**src/rtl/erase_seq_pkg.sv**
```systemverilog
package erase_seq_pkg;
   localparam logic [7:0] OP_ERASE_SETUP = 8'h60;
   localparam logic [7:0] OP_QUEUE_CONF  = 8'hD1;
   localparam logic [7:0] OP_FINAL_CONF  = 8'hD0;
   localparam logic [7:0] OP_STAT_ALL    = 8'h70;
   localparam logic [7:0] OP_STAT_DIE    = 8'h78;

   localparam int ROW_W    = 24;
   localparam int BIT_RDY  = 6;
   localparam int BIT_ARDY = 5;
   localparam int BIT_FAIL = 0;

   typedef enum logic [3:0] {
      S_IDLE,
      S_PCMD,
      S_PADR,
      S_PRD,
      S_CAP,
      S_GAP,
      S_ECMD,
      S_EADR,
      S_ECONF
   } seq_state_t;
endpackage

```
**src/rtl/erase_row_fmt.sv**
```systemverilog
module erase_row_fmt #(
   parameter int PAGE_W = 6,
   parameter int PLW    = 2,
   parameter int PLI    = 2,
   parameter int BLK_W  = 10,
   parameter int DW     = 1,
   parameter int DI     = 1
) (
   input  logic [PLI-1:0]   plane,
   input  logic [BLK_W-1:0] blk,
   input  logic [DI-1:0]    die,
   output logic [23:0]      row
);
   localparam int PL_LSB  = PAGE_W;
   localparam int BLK_LSB = PAGE_W + PLW;
   localparam int DIE_LSB = PAGE_W + PLW + BLK_W;

   logic [23:0] plane_part, blk_part, die_part;

   assign blk_part = 24'(blk) << BLK_LSB;

   generate
      if (PLW > 0) begin : g_plane
         assign plane_part = 24'(plane[PLW-1:0]) << PL_LSB;
      end else begin : g_noplane
         assign plane_part = '0;
      end
      if (DW > 0) begin : g_die
         assign die_part = 24'(die[DW-1:0]) << DIE_LSB;
      end else begin : g_nodie
         assign die_part = '0;
      end
   endgenerate

   assign row = plane_part | blk_part | die_part;
endmodule

```
**src/rtl/erase_plane_pick.sv**
```systemverilog
module erase_plane_pick #(
   parameter int PLANES = 4,
   parameter int PLI    = 2
) (
   input  logic [PLANES-1:0] mask,
   output logic [PLI-1:0]    idx,
   output logic              any,
   output logic              more
);
   always_comb begin
      idx = '0;
      for (int i = PLANES - 1; i >= 0; i--) begin
         if (mask[i]) idx = PLI'(i);
      end
   end

   assign any  = |mask;
   assign more = ($countones(mask) > 1);
endmodule

```
**src/rtl/erase_wait_timer.sv**
```systemverilog
module erase_wait_timer #(
   parameter int MAX_WAIT = 100000,
   parameter int GAP      = 8
) (
   input  logic clk,
   input  logic rst_n,
   input  logic clr,
   input  logic gap_start,
   input  logic in_gap,
   output logic expired,
   output logic gap_last
);
   localparam int CW = $clog2(MAX_WAIT + 1);
   localparam int GW = $clog2(GAP + 1);

   logic [CW-1:0] cnt;
   logic [GW-1:0] gcnt;

   always_ff @(posedge clk) begin
      if (!rst_n)                     cnt <= '0;
      else if (clr)                   cnt <= '0;
      else if (cnt != CW'(MAX_WAIT))  cnt <= cnt + 1'b1;
   end

   always_ff @(posedge clk) begin
      if (!rst_n)         gcnt <= '0;
      else if (gap_start) gcnt <= '0;
      else if (in_gap)    gcnt <= gcnt + 1'b1;
   end

   assign expired  = (cnt == CW'(MAX_WAIT));
   assign gap_last = (gcnt == GW'(GAP - 1));
endmodule

```
**src/rtl/erase_seq.sv**
```systemverilog
module erase_seq
   import erase_seq_pkg::*;
#(
   parameter int PLANES   = 4,
   parameter int DIES     = 2,
   parameter int BLK_W    = 10,
   parameter int PAGE_W   = 6,
   parameter int MAX_WAIT = 100000,
   parameter int POLL_GAP = 8,
   localparam int DIE_IW  = (DIES > 1) ? $clog2(DIES) : 1
) (
   input  logic              clk,
   input  logic              rst_n,
   input  logic              start,
   input  logic [PLANES-1:0] req_mask,
   input  logic [BLK_W-1:0]  req_block,
   input  logic [DIE_IW-1:0] req_die,
   output logic              bus_valid,
   output logic              bus_cmd,
   output logic [7:0]        bus_data,
   output logic              stat_rd,
   input  logic [7:0]        stat_data,
   output logic              busy,
   output logic              done,
   output logic              fail,
   output logic              timeout
);
   localparam int PLW = (PLANES > 1) ? $clog2(PLANES) : 0;
   localparam int PLI = (PLW > 0) ? PLW : 1;
   localparam int DW  = (DIES > 1) ? $clog2(DIES) : 0;

   initial begin
      if (PLANES < 1 || (PLANES & (PLANES - 1)) != 0)
         $error("PLANES must be a power of two");
      if (DIES < 1 || (DIES & (DIES - 1)) != 0)
         $error("DIES must be a power of two");
      if (PAGE_W + PLW + BLK_W + DW > ROW_W)
         $error("row fields exceed three address bytes");
      if (POLL_GAP < 1) $error("POLL_GAP must be at least 1");
      if (MAX_WAIT < 4) $error("MAX_WAIT too small");
   end

   seq_state_t        state;
   logic [PLANES-1:0] pend;
   logic [BLK_W-1:0]  blk_q;
   logic [DIE_IW-1:0] die_q;
   logic [1:0]        aidx;
   logic              post;
   logic              done_q, fail_q, to_q;

   logic [PLI-1:0]    cur_idx;
   logic              pend_any, pend_more;
   logic [23:0]       er_row, st_row;
   logic              expired, gap_last;
   logic              accept, die_ready, t_clr, g_start;
   logic [7:0]        stat_op;
   logic              stat_has_addr;

   generate
      if (DIES > 1) begin : g_multi
         assign stat_op       = OP_STAT_DIE;
         assign stat_has_addr = 1'b1;
      end else begin : g_single
         assign stat_op       = OP_STAT_ALL;
         assign stat_has_addr = 1'b0;
      end
   endgenerate

   erase_plane_pick #(.PLANES(PLANES), .PLI(PLI)) u_pick (
      .mask (pend),
      .idx  (cur_idx),
      .any  (pend_any),
      .more (pend_more)
   );

   erase_row_fmt #(
      .PAGE_W(PAGE_W), .PLW(PLW), .PLI(PLI), .BLK_W(BLK_W), .DW(DW), .DI(DIE_IW)
   ) u_er_row (
      .plane (cur_idx),
      .blk   (blk_q),
      .die   (die_q),
      .row   (er_row)
   );

   erase_row_fmt #(
      .PAGE_W(PAGE_W), .PLW(PLW), .PLI(PLI), .BLK_W(BLK_W), .DW(DW), .DI(DIE_IW)
   ) u_st_row (
      .plane ('0),
      .blk   (blk_q),
      .die   (die_q),
      .row   (st_row)
   );

   assign accept    = (state == S_IDLE) && start && (|req_mask);
   assign die_ready = stat_data[BIT_RDY] && stat_data[BIT_ARDY];
   assign t_clr     = accept || (state == S_ECONF);
   assign g_start   = (state == S_ECONF) ||
                      ((state == S_CAP) && !die_ready && !expired);

   erase_wait_timer #(.MAX_WAIT(MAX_WAIT), .GAP(POLL_GAP)) u_timer (
      .clk       (clk),
      .rst_n     (rst_n),
      .clr       (t_clr),
      .gap_start (g_start),
      .in_gap    (state == S_GAP),
      .expired   (expired),
      .gap_last  (gap_last)
   );

   always_ff @(posedge clk) begin
      if (!rst_n) begin
         state  <= S_IDLE;
         pend   <= '0;
         blk_q  <= '0;
         die_q  <= '0;
         aidx   <= '0;
         post   <= 1'b0;
         done_q <= 1'b0;
         fail_q <= 1'b0;
         to_q   <= 1'b0;
      end else begin
         done_q <= 1'b0;
         unique case (state)
            S_IDLE: begin
               if (accept) begin
                  pend  <= req_mask;
                  blk_q <= req_block;
                  die_q <= req_die;
                  post  <= 1'b0;
                  state <= S_PCMD;
               end
            end
            S_PCMD: begin
               aidx  <= '0;
               state <= stat_has_addr ? S_PADR : S_PRD;
            end
            S_PADR: begin
               aidx <= aidx + 1'b1;
               if (aidx == 2'd2) state <= S_PRD;
            end
            S_PRD: state <= S_CAP;
            S_CAP: begin
               if (die_ready) begin
                  if (post) begin
                     state  <= S_IDLE;
                     done_q <= 1'b1;
                     fail_q <= stat_data[BIT_FAIL];
                     to_q   <= 1'b0;
                  end else begin
                     state <= S_ECMD;
                  end
               end else if (expired) begin
                  state  <= S_IDLE;
                  done_q <= 1'b1;
                  fail_q <= 1'b0;
                  to_q   <= 1'b1;
               end else begin
                  state <= S_GAP;
               end
            end
            S_GAP: if (gap_last) state <= S_PCMD;
            S_ECMD: begin
               aidx  <= '0;
               state <= S_EADR;
            end
            S_EADR: begin
               aidx <= aidx + 1'b1;
               if (aidx == 2'd2) state <= S_ECONF;
            end
            S_ECONF: begin
               pend[cur_idx] <= 1'b0;
               post          <= !pend_more;
               state         <= S_GAP;
            end
            default: state <= S_IDLE;
         endcase
      end
   end

   always_comb begin
      bus_valid = 1'b0;
      bus_cmd   = 1'b0;
      bus_data  = 8'h00;
      unique case (state)
         S_PCMD: begin
            bus_valid = 1'b1;
            bus_cmd   = 1'b1;
            bus_data  = stat_op;
         end
         S_PADR: begin
            bus_valid = 1'b1;
            bus_data  = st_row[8*aidx +: 8];
         end
         S_ECMD: begin
            bus_valid = 1'b1;
            bus_cmd   = 1'b1;
            bus_data  = OP_ERASE_SETUP;
         end
         S_EADR: begin
            bus_valid = 1'b1;
            bus_data  = er_row[8*aidx +: 8];
         end
         S_ECONF: begin
            bus_valid = 1'b1;
            bus_cmd   = 1'b1;
            bus_data  = (pend_any && pend_more) ? OP_QUEUE_CONF : OP_FINAL_CONF;
         end
         default: ;
      endcase
   end

   assign stat_rd = (state == S_PRD);
   assign busy    = (state != S_IDLE);
   assign done    = done_q;
   assign fail    = fail_q;
   assign timeout = to_q;
endmodule

```
**config.mk**
```make
export PLATFORM = sky130hd
export DESIGN_NAME = erase_seq
export DESIGN_NICKNAME = d
export VERILOG_FILES = /design/src/rtl/erase_seq_pkg.sv /design/src/rtl/erase_row_fmt.sv /design/src/rtl/erase_plane_pick.sv /design/src/rtl/erase_wait_timer.sv /design/src/rtl/erase_seq.sv
export SDC_FILE = /design/constraint.sdc
export NUM_CORES = 1
export LEC_CHECK = 0
export ABC_CLOCK_PERIOD_IN_PS = 1800
export CAP_MARGIN = 20
export CORE_MARGIN = 2
export CORE_UTILIZATION = 48
export CTS_CLUSTER_DIAMETER = 120
export DETAILED_ROUTE_END_ITERATION = 6
export GPL_ROUTABILITY_DRIVEN = 0
export PLACE_DENSITY = 0.76
export SLEW_MARGIN = 25
export SYNTH_ARGS = -nofsm -noshare
export SYNTH_HDL_FRONTEND = slang
export SYNTH_SLANG_ARGS = --single-unit
```
**constraint.sdc**
```tcl
create_clock -name clk -period 1.8 [get_ports clk]
set_input_delay 0.36 -clock clk [delete_from_list [all_inputs] [get_ports clk]]
set_output_delay 0.36 -clock clk [all_outputs]
set_load 0.05 [all_outputs]
```
* Yosys cells after proc, flatten, opt, wreduce, memory -nomap -nowiden
Index checks and enable logic that the tools add are counted.
Storage, ports and cells: word-level logic and storage cells 107, input bits 26, bits in registers 46, output and inout bits 15
Cells by class: shift-type cells 2, order comparisons 3, reductions and logical operators 30, add/subtract/negate cells 6, bitwise gates (word level) 6, multiplexer cells 32, equal/unequal tests 17
Operators by type and width (count):
- $shiftx 24x6->8 | 2
- $pmux 8 s5 | 1
- $or 18x19->19 | 2
- $pmux 4 s9 | 1
- $add 32x32->32 | 1
- $gt 32x2->1 const B | 1
- $mux 4 | 6
- $eq 4x3->1 const B | 5
- $or 8x18->18 | 1
- $add 17x1->17 const B | 1
- $eq 17x17->1 const B | 1
- $ne 17x17->1 const B | 1
- $mux 1 | 14
- $ne 2x2->1 const B | 5
- $eq 4x2->1 const B | 2
- $mux 2 | 4
- $pmux 4 s2 | 1
- $reduce_or 2->1 | 4
- $reduce_or 4->1 | 2
- $logic_and 1x1->1 | 7
- $mux 3 | 2
- $reduce_and 2->1 | 3
- $reduce_bool 2->1 | 3
- $reduce_or 5->1 | 1
- 21 further kinds | 25

* Depth between registers and ports, before layout
Gate-level depths: netlist of run 1.
word-level depth 11, depth in mapped cells 7, gate-level depth less buffers 7

* By module
From an unflattened synthesis of run 1, not the netlist that was laid out.
Second synthesis, totals: cell total of the unflattened synthesis 410, area, all modules 3379.5 um2
Modules (own cells, without submodules):
- erase_seq | cells each 226, sequential area each 500.5 um2, times used 1, area an instance 1874.3 um2
- erase_wait_timer | cells each 122, sequential area each 420.4 um2, times used 1, area an instance 1057.3 um2
- erase_row_fmt | cells each 25, sequential area each 0.0 um2, times used 2, area an instance 183.9 um2
- erase_plane_pick | cells each 12, sequential area each 0.0 um2, times used 1, area an instance 80.1 um2

* Worst setup path before layout of run 1
OpenSTA, ideal clock, no wires.
path kind flip-flop to output port, start register state[3], end output port bus_data[7], path slack -0.868 ns, data arrival time 2.308 ns, cell stages (with the launch flop) 7, data required time 1.440 ns, path buffers 2, cell sequence dfxtp_1 > clkbuf_1 > clkbuf_1 > nand4b_1 > nor3b_1 > a21oi_1 > o31ai_1
Between the ends: word-level cells in the longest chain between the ends 2, elaborated cells between the ends (all ways) 6, those cells by class eq/ne (5); mux (1)
RTL lines:
- start, declared | RTL line erase_seq.sv:43 | seq_state_t state;
- start signal, assigned | RTL line erase_seq.sv:135 | state <= stat_has_addr ? S_PADR : S_PRD;
- $eq 4x4->1 (tied with other cells) | RTL line erase_seq.sv:184 | unique case (state)
- $pmux 8 s5 * | RTL line erase_seq.sv:184
- end, declared | RTL line erase_seq.sv:20 | output logic [7:0] bus_data,
Mark *: on every way between the ends. The rest lies on a longest branch, timed or not.

* Worst setup path in the final report of run 1
start register pend[3], end output port bus_data[0]
Between the ends: word-level cells in the longest chain between the ends 6, elaborated cells between the ends (all ways) 7, those cells by class add/sub (2); order compare (1); mux (2); reduce/logical (2)
RTL lines:
- start, declared | RTL line erase_seq.sv:44 | logic [PLANES-1:0] pend;
- start signal, assigned | RTL line erase_seq.sv:126 | pend <= req_mask;
- $add 1x1->2 (implied by the code) | RTL line erase_plane_pick.sv:18 | assign more = ($countones(mask) > 1);
- $add 32x32->32 (implied by the code) | RTL line erase_plane_pick.sv:18
- $gt 32x2->1 | RTL line erase_plane_pick.sv:18
- $logic_and 1x1->1 * | RTL line erase_seq.sv:206 | bus_data = (pend_any && pend_more) ? OP_QUEUE_CONF : OP_FINAL_CONF;
- $mux 1 * | RTL line erase_seq.sv:206
- $pmux 8 s5 * | RTL line erase_seq.sv:184
Marked as above.

==> results.txt, run 1 <==
Post-synth top area share: 36.5%
Hold Slack: 458 ps
Synth unique cells: 53
Dominant synthesized flop cell: dfxtp_1
Min cycle time layout: 2340 ps
Mapped Cells: 308
Worst Clk Skew: 11.7 ps
Wire per inst: 14.7 um
Via Count: 2464
Status: finished with violations
Initial Utilization: 49.7%
Clock sink count: 46
Max Root-Sink Buffers: 2
Core Rows: 26
Largest net degree at the start of global routing: 18
Syn_area_per_cell: 8.19 um^2
Total CTS buffers: 5
Final Max Slew Viols: 0
Pin slew with the least headroom to its limit: 382 ps
Flop and latch count out of synthesis: 46
Finished Cell Area: 3690 um^2
Leakage: 1.40 nW
Crit path max fanout: 2
Fin. Hold Viols: 0
Crit Path Class: register to primary output
Hold path endpoint: blk_q[9]$_SDFFE_PN0P_
Die height: 76.5 um
Count leader, synth: nand2_1
Drt initial violations: 153
Final Net Count: 414
N_diodes: 0
Pwr/cell area: 1240 nW/um^2
Ys Warns: 0
Ys async rst share: 0%
Mapped Area: 2520 um^2
DR vias/cell: 5.50
Max cap viols: 0
Initial antenna violation count: 0
H-tree lvl count: 2
Critical Path AT: 1980 ps
Layout area overhead: 46.4%
Share of layout cells above drive strength 1: 31.7%
Drc violations: 0
Min-delay src: blk_q[9]$_SDFFE_PN0P_
Met1 global-route usage: 28.3%
GRT met3 Usage: 3.91%
Port Buffers: 35
Relative slew slack: 74.4%
Global-route wire length before repair: 10.9 mm
FF-to-FF Start: state[0]$_SDFFE_PN0P_
Highest Clock Rate: 427 MHz
IO Count: 41
Most used routing layer in global routing: met2
Clk_lat worst skew: 310 ps
Net Count, Synth: 345
Synth area leaders: dfxtp_1, nand2_1, ha_1
Failing checks: negative setup slack
Placed standard-cell area: 3360 um^2
Top cell types by occurrence after synthesis: nand2_1, dfxtp_1, nor2_1
Seq/Total Area, Yosys: 36.5%
Post-synth top area cell: dfxtp_1
Hold path cells: 2
Worst R2R End: post$_SDFFE_PN0P_
Maximum vdd drop: 1.23 mV
Total grt overflow: 0
Crit end category: primary output
CP startpoint kind: register
Core area: 5070 um^2
Clk slew on worst S/H paths: 90 ps
Reg2reg path depth: 6
Dpl hpwl: 4.60 mm
RSZ-0062 raised after global routing: true
Reg2reg setup slack: 60 ps
Number of synthesized flops with an enable pin: 0
Die width: 76.5 um
GRT Total Usage: 22.8%
Final WS setup: -544 ps
Met2 GRT Util: 39.9%
Period utilisation layout: 130%
Critical path required time: 1440 ps
Total Wirelength: 6.60 mm
DIE AREA: 5850 um^2
Clock tree from TritonCTS: built
Setup violations, final: 9
Routed Antenna Nets: 0
Worst min-delay path category: register to register
Vias in the first global route: 2423
Router iterations before antenna repair: 4
Root Buffer: clkbuf_8
==> worst max-delay path by stage <==
stage	from	end	slack [ps]
after floorplan	pend[2]$_SDFFE_PN0P_	bus_data[0]	-280
after global placement	pend[2]$_SDFFE_PN0P_	bus_data[0]	-300
after detailed placement	req_mask[1]	pend[1]$_SDFFE_PN0P_	-380
after CTS	pend[3]$_SDFFE_PN0P_	bus_data[0]	-590
after global routing	pend[3]$_SDFFE_PN0P_	bus_data[0]	-620
final	pend[3]$_SDFFE_PN0P_	bus_data[0]	-540
==> per-layer routing <==
| metal | part of all wire (%) | wire length (um) | vias to the layer above |
|---|---|---|---|
| met3 | 3.9 | 260 | 11 |
| met1 | 43 | 2860 | 1170 |
| met2 | 51 | 3380 | 56 |
| met4 | 1.5 | 97 | 0 |
| met5 | 0 | 0 | - |
| li1 | - | - | 1227 |
==> logic make-up after synthesis <==
| logic type | count (synthesis) | share of synthesized area, % |
|---|---|---|
| AND/OR/NAND/NOR | 144 | 29.7 |
| AO/OA/AOI/OAI | 58 | 15.3 |
| flip-flops | 46 | 36.5 |
| buffers and inverters | 28 | 5.35 |
| XOR/XNOR | 19 | 6.59 |
| adder cells (fa/ha/maj) | 11 | 5.75 |
| multiplexers | 2 | 0.793 |
==> timing repair <==
item                       4_1_cts  5_1_grt
gates resized for setup         31       12
cloned                           0        1
setup endpoints to repair       33       41
buffers inserted                 2        3
pin swaps                       11        6
hold buffers                     0        0
==> where the power goes <==
part	switching [mW]	leakage, nW	total [mW]	internal (mW)
logic	1.39	0.982	2.62	1.24
registers	0.131	0.378	1.28	1.15
clock network	0.386	0.0447	0.667	0.281
total	1.90	1.40	4.57	2.67
==> cell type report <==
type	count	area, um^2
tap	70	87.6
timing repair buffer	76	798
sequential	46	938
fill	380	1380
multi-input combinational	235	1730
clock inverter	3	25.0
clock buffer	5	68.8
inverter	13	48.8
==> flip-flops by register name, indices dropped and copies added, names as in the netlist <==
name / flops
blk_q: 10
fail: 1
state: 4
u_timer.cnt: 17
aidx: 2
pend: 4
u_timer.gcnt: 4
post: 1
done: 1
die_q: 1
timeout: 1
==> critical path, cell delays in order, from the launching register on <==
cell and delay (ps):
dfxtp_2 350, inv_2 50, ha_4 220, and2_4 130, fa_1 470, o21ai_2 210
o22ai_4 100, buf_12 150
==> cell usage in the layout (no fill, tap or decap), types with 11 or more instances in the layout <==
master,n
nand2_1,44
clkdlybuf4s50_1,20
buf_12,13
nand3_1,14
dfxtp_1,36
a21oi_1,19
buf_4,40
nor2_1,27
xor2_1,11
==> per-stage QoR <==
step	setup slack [ps]	utilization, %	total power [mW]	std cells	TNS, ps
global placement	-303	66.3	3.55	435	-5620
detailed placement	-379	66.3	3.59	435	-7900
CTS	-589	70.9	4.45	444	-2290
finish	-544	72.8	4.57	448	-2280
floorplan	-277	-	2.67	308	-606
global route	-625	72.8	4.79	448	-2840
Note: power is estimated with default switching activity, not from simulation.
==> inputs of run 2 (changes only) <==
- CORE_UTILIZATION: 48 -> 50
- DONT_BUFFER_PORTS: not set -> 1
- PLACE_DENSITY: 0.76 -> 0.68
- REMOVE_ABC_BUFFERS: not set -> 1
==> run 2 against run 1 <==
The flow still finishes with violations (negative setup slack); sequential power barely moved; via count fell by 2.4%; global-route usage up 0.94 points; worst hold slack got worse by 290 ps; total power is essentially flat; sequential share of layout area rose by 1.7 points; clock-buffer cell count unchanged; non-clock buffer count fell by 16; combinational power hardly changed; worst setup slack worse by 6.4 ps; design area down 6.0%; core utilization is 0.26 points lower; critical path type unchanged; largest cell class unchanged; highest routed layer unchanged.
==> results.txt, run 2 (synthesized netlist as in run 1, its figures left out) <==
Failing checks: negative setup slack
DIE AREA: 5630 um^2
GRT Total Usage: 23.8%
Placed standard-cell area: 3010 um^2
Initial Utilization: 52.7%
Final Max Slew Viols: 0
RSZ-0062 raised after global routing: true
Fin. Hold Viols: 0
Routed Antenna Nets: 0
Reg with most FFs: u_timer.cnt
H-tree lvl count: 2
Crit end category: primary output
Finished Cell Area: 3470 um^2
Non-Filler Instances: 429
Worst min-delay path category: input pin to register
Max cap viols: 0
Commonest non-fill, non-tap cells in the layout: nand2_1, buf_4, dfxtp_1
Largest net degree at the start of global routing: 20
Drt initial violations: 157
Max layer used: met4
Clk_lat worst skew: 310 ps
Met1 wire length: 3.11 mm
Wire per inst: 15.4 um
Post-Place Cells: 413
Critical Path AT: 1990 ps
Worst Clk Skew: 3.45 ps
Flip-flop count of the largest register after layout: 17
Highest Clock Rate: 426 MHz
Core Rows: 25
Setup violations, final: 10
Dpl hpwl: 4.23 mm
Total Wirelength: 6.59 mm
Maximum vdd drop: 1.19 mV
DR vias/cell: 5.61
Setup TNS: -2190 ps
Relative slew slack: 65.6%
Crit Path Class: register to primary output
Vias in the first global route: 2219
Met2 routed WL: 3.12 mm
Die height: 75.0 um
Layout area overhead: 37.5%
Drc violations: 0
Period utilisation layout: 131%
Initial antenna violation count: 0
Max Root-Sink Buffers: 2
Critical path required time: 1440 ps
Root Buffer: clkbuf_8
Router iterations before antenna repair: 6
Core area: 4790 um^2
Die width: 75.0 um
Crit path max fanout: 2
IO Count: 41
Total CTS buffers: 5
Total grt overflow: 0
N_diodes: 0
CP startpoint kind: register
Clock sink count: 46
Via Count: 2405
Pin slew with the least headroom to its limit: 515 ps
Global-route wire length before repair: 10.3 mm
Final Net Count: 398
Status: finished with violations
Clock tree from TritonCTS: built
Share of layout cells above drive strength 1: 33.4%
Port Buffers: 0
Commonest non-fill, non-tap cell in the layout: nand2_1
Top flop regs: u_timer.cnt (17), blk_q (10)
Pwr/cell area: 1320 nW/um^2
Leakage: 1.35 nW
Clk slew on worst S/H paths: 90 ps
Min cycle time layout: 2350 ps
Met3 WL: 286 um
Final WS setup: -550 ps
## run 2: cell types whose count changed in the layout (fill, tap and decap cells not counted), sizes merged
cell / delta
buf: +4
clkdlybuf4s50: -20
clkinv: +1
inv: -1
## run 2: what timing repair did
action / CTS / global route
setup endpoints to repair: 12 / 36
gates resized for setup: 46 / 34
hold buffers: 0 / 0
hold endpoints to repair: 0 / 0
setup buffers: 5 / 3
cloned: 0 / 1
pin swaps: 10 / 11
## run 2: final timing paths
| kind | end | slack (ps) | depth (start not counted) | startpoint |
|---|---|---|---|---|
| worst min-delay path | timeout$_SDFFE_PN0P_ | 170 | 1 | rst_n |
| worst max register to register | post$_SDFFE_PN0P_ | 10 | 8 | pend[1]$_SDFFE_PN0P_ |
| worst min register to register | blk_q[9]$_SDFFE_PN0P_ | 460 | 2 | blk_q[9]$_SDFFE_PN0P_ |
| worst max-delay path | bus_data[0] | -550 | 7 | pend[1]$_SDFFE_PN0P_ |
## run 2: per-stage QoR
| step | utilization (%) | hold slack (ps) | setup slack [ps] | power [mW] |
|---|---|---|---|---|
| CTS | 69.0 | 172 | -579 | 4.35 |
| global placement | 62.9 | 444 | -297 | 3.42 |
| finish | 72.5 | 173 | -550 | 4.57 |
| detailed placement | 62.9 | 447 | -311 | 3.43 |
| global route | 72.5 | 166 | -616 | 4.81 |
| floorplan | - | 436 | -799 | 2.44 |
## run 2: worst max-delay path, stage by stage (launching register included)
cell	delay, ps
dfxtp_2	340
inv_2	50
ha_4	220
and2_4	150
fa_1	500
o21ai_1	80
o22ai_1	120
buf_4	220
## run 2: metal layers
| metal | vias up | global-route usage [%] |
|---|---|---|
| met4 | 0 | 7.34 |
| met3 | 7 | 4.42 |
| met2 | 44 | 38.4 |
| met5 | - | 0 |
| li1 | 1192 | - |
| met1 | 1162 | 32.2 |
## run 2: cell type report
class / count / area (um^2)
Multi-Input combinational cell: 235 / 1710
Fill cell: 349 / 1320
Sequential cell: 46 / 940
Timing Repair Buffer: 60 / 603
Tap cell: 67 / 83.8
Clock buffer: 5 / 68.8
Inverter: 13 / 48.8
Clock inverter: 3 / 21.3
## run 2: where the power goes
| group | leakage, nW | internal, mW | total [mW] | switching (mW) |
|---|---|---|---|---|
| logic | 0.927 | 1.26 | 2.62 | 1.36 |
| clock network | 0.0441 | 0.273 | 0.656 | 0.382 |
| registers | 0.378 | 1.15 | 1.29 | 0.142 |
| total | 1.35 | 2.69 | 4.57 | 1.88 |
==> inputs of run 3 (changes only) <==
- CORE_MARGIN: 2 -> 1.5
==> run 3 against run 2 <==
The run still ends with negative setup slack left; global-route usage up 1.8 points; largest power group unchanged; total power up 10%; core utilization up 2.0 points; register-to-register slack better by 50 ps; design area up 2.8%; maximum frequency up 0.82%; critical endpoint unchanged; cell count up 1.2%.
==> results.txt, run 3 (synthesized netlist as in run 1, its figures left out) <==
Status: finished with violations
Failing checks: negative setup slack
Share of layout cells above drive strength 1: 35.1%
CP startpoint kind: register
DIE AREA: 5480 um^2
Critical Path AT: 1970 ps
Routed Antenna Nets: 0
Via Count: 2483
Fillcell total: 341
Core Rows: 25
Reg2reg path depth: 7
Clk_lat worst skew: 300 ps
Power share of the clock group: 18.4%
Maximum vdd drop: 1.35 mV
Fin util: 74.6%
Register area: 946 um^2
Commonest non-fill, non-tap cells in the layout: nand2_1, buf_4, dfxtp_1
GRT Total Usage: 25.5%
Hold path endpoint: timeout$_SDFFE_PN0P_
Top flop regs: u_timer.cnt (17), blk_q (10)
RSZ-0062 raised after global routing: true
Largest net degree at the start of global routing: 20
Sw frac: 38.9%
Die height: 74.0 um
Finished Cell Area: 3570 um^2
Hold_buf cts: 0
Total CTS buffers: 5
Initial antenna violation count: 0
Drc violations: 0
Clock sink count: 46
Max Root-Sink Buffers: 2
Worst Clk Skew: 8.04 ps
Switching power: 1.96 mW
Period utilisation layout: 129%
Root Buffer: clkbuf_8
Flip-flop count of the largest register after layout: 17
Crit path max-delay cell type: fa_1
Highest Clock Rate: 429 MHz
Router iterations before antenna repair: 4
Worst path cell trace: inv_2 > ha_4 > and2_4 > fa_1 > o21ai_1 > o22ai_1 > buf_4
Max cap viols: 0
Port Buffers: 0
Total power: 5.03 mW
Clk slew on worst S/H paths: 90 ps
Crit Path Class: register to primary output
Combinational power share: 55.5%
Placed standard-cell area: 3010 um^2
Reg2reg setup slack: 60 ps
Layout area overhead: 41.4%
Final Net Count: 403
FF-to-FF Start: pend[1]$_SDFFE_PN0P_
Worst R2R End: post$_SDFFE_PN0P_
Worst min-delay path category: input pin to register
Total grt overflow: 0
Hold path cells: 1
Pint: 3.07 mW
Hold Slack: 176 ps
DR vias/cell: 5.72
Reg with most FFs: u_timer.cnt
IO Count: 41
Min cycle time layout: 2330 ps
Total Wirelength: 7.05 mm
Leakage: 1.40 nW
Drt initial violations: 145
H-tree lvl count: 2
Crit path max fanout: 2
Fin. Hold Viols: 0
Final WS setup: -531 ps
Relative slew slack: 62.6%
Min-delay src: rst_n
Commonest non-fill, non-tap cell in the layout: nand2_1
Pin slew with the least headroom to its limit: 558 ps
Sequential group share of total power: 26.0%
Initial Utilization: 52.7%
Critical path required time: 1440 ps
Wire per inst: 16.2 um
Vias in the first global route: 2389
Global-route wire length before repair: 10.9 mm
Clock tree from TritonCTS: built
Dpl hpwl: 4.41 mm
Core area: 4790 um^2
Critical path's largest stage delay: 490 ps
Setup violations, final: 10
Crit end category: primary output
Die width: 74.0 um
Area of the multi-input gates: 1690 um^2
Pwr/cell area: 1410 nW/um^2
Final Max Slew Viols: 0
N_diodes: 0
run 3: changes by cell type in the layout (fill, tap and decap cells not counted), sizes merged:
cell,delta
clkinvlp,-1
buf,+6
clkinv,-1
bufinv,+2
nand3,-1
run 3: worst max-delay path: cells and delay by family, from the launching register on:
family / cells / cell delay, ps
compound gates: 2 / 190
fa+ha+maj: 2 / 710
buf+inv: 2 / 270
flops: 1 / 350
simple gates: 1 / 150
run 3: cell type report:
cell class | instances | share of cell area, %
clock buffer | 5 | 1.93
multi-input combinational | 234 | 47.5
timing repair buffer | 66 | 18.4
clock inverter | 3 | 1.93
tap | 67 | 2.35
inverter | 13 | 1.37
sequential | 46 | 26.5
run 3: metrics by stage:
step | TNS (ps) | instances | setup slack [ps]
CTS | -1850 | 427 | -586
floorplan | -3790 | 293 | -799
finish | -2090 | 434 | -531
global placement | -666 | 413 | -295
detailed placement | -727 | 413 | -326
global route | -2600 | 434 | -584
run 3: power by group through the flow:
stage	registers [mW]	logic, mW	clock network, mW
3_5_place_dp	1.27	2.18	0
2_1_floorplan	1.31	1.13	0
6_report	1.31	2.80	0.927
5_1_grt	1.33	2.96	0.977
4_1_cts	1.29	2.49	0.930
3_3_place_gp	1.27	2.15	0
run 3: worst max-delay path by stage:
stage             endpoint  slack [ps]                  start  cells after the start
2_1_floorplan  bus_data[7]        -800  state[0]$_SDFFE_PN0P_                      4
3_3_place_gp   bus_data[0]        -290   pend[2]$_SDFFE_PN0P_                      7
3_5_place_dp   bus_data[0]        -330   pend[2]$_SDFFE_PN0P_                      7
4_1_cts        bus_data[0]        -590   pend[1]$_SDFFE_PN0P_                      7
5_1_grt        bus_data[0]        -580   pend[1]$_SDFFE_PN0P_                      7
6_report       bus_data[0]        -530   pend[1]$_SDFFE_PN0P_                      7
run 3: metal layers:
| metal | GRT usage, % | part of all wire, % | up-vias | wire length [um] |
|---|---|---|---|---|
| li1 | - | - | 1201 | - |
| met1 | 33.2 | 43 | 1196 | 3020 |
| met2 | 41.2 | 49 | 66 | 3430 |
| met3 | 5.69 | 5.1 | 20 | 361 |
| met4 | 9.88 | 3.4 | 0 | 238 |
| met5 | 0 | 0 | - | 0 |
run 3: timing repair:
item                                    4_1_cts  5_1_grt
cloned                                        0        0
pin swaps                                    11       15
resized for setup                            61       26
setup buffers                                 7        7
endpoints found under the setup margin       13       35
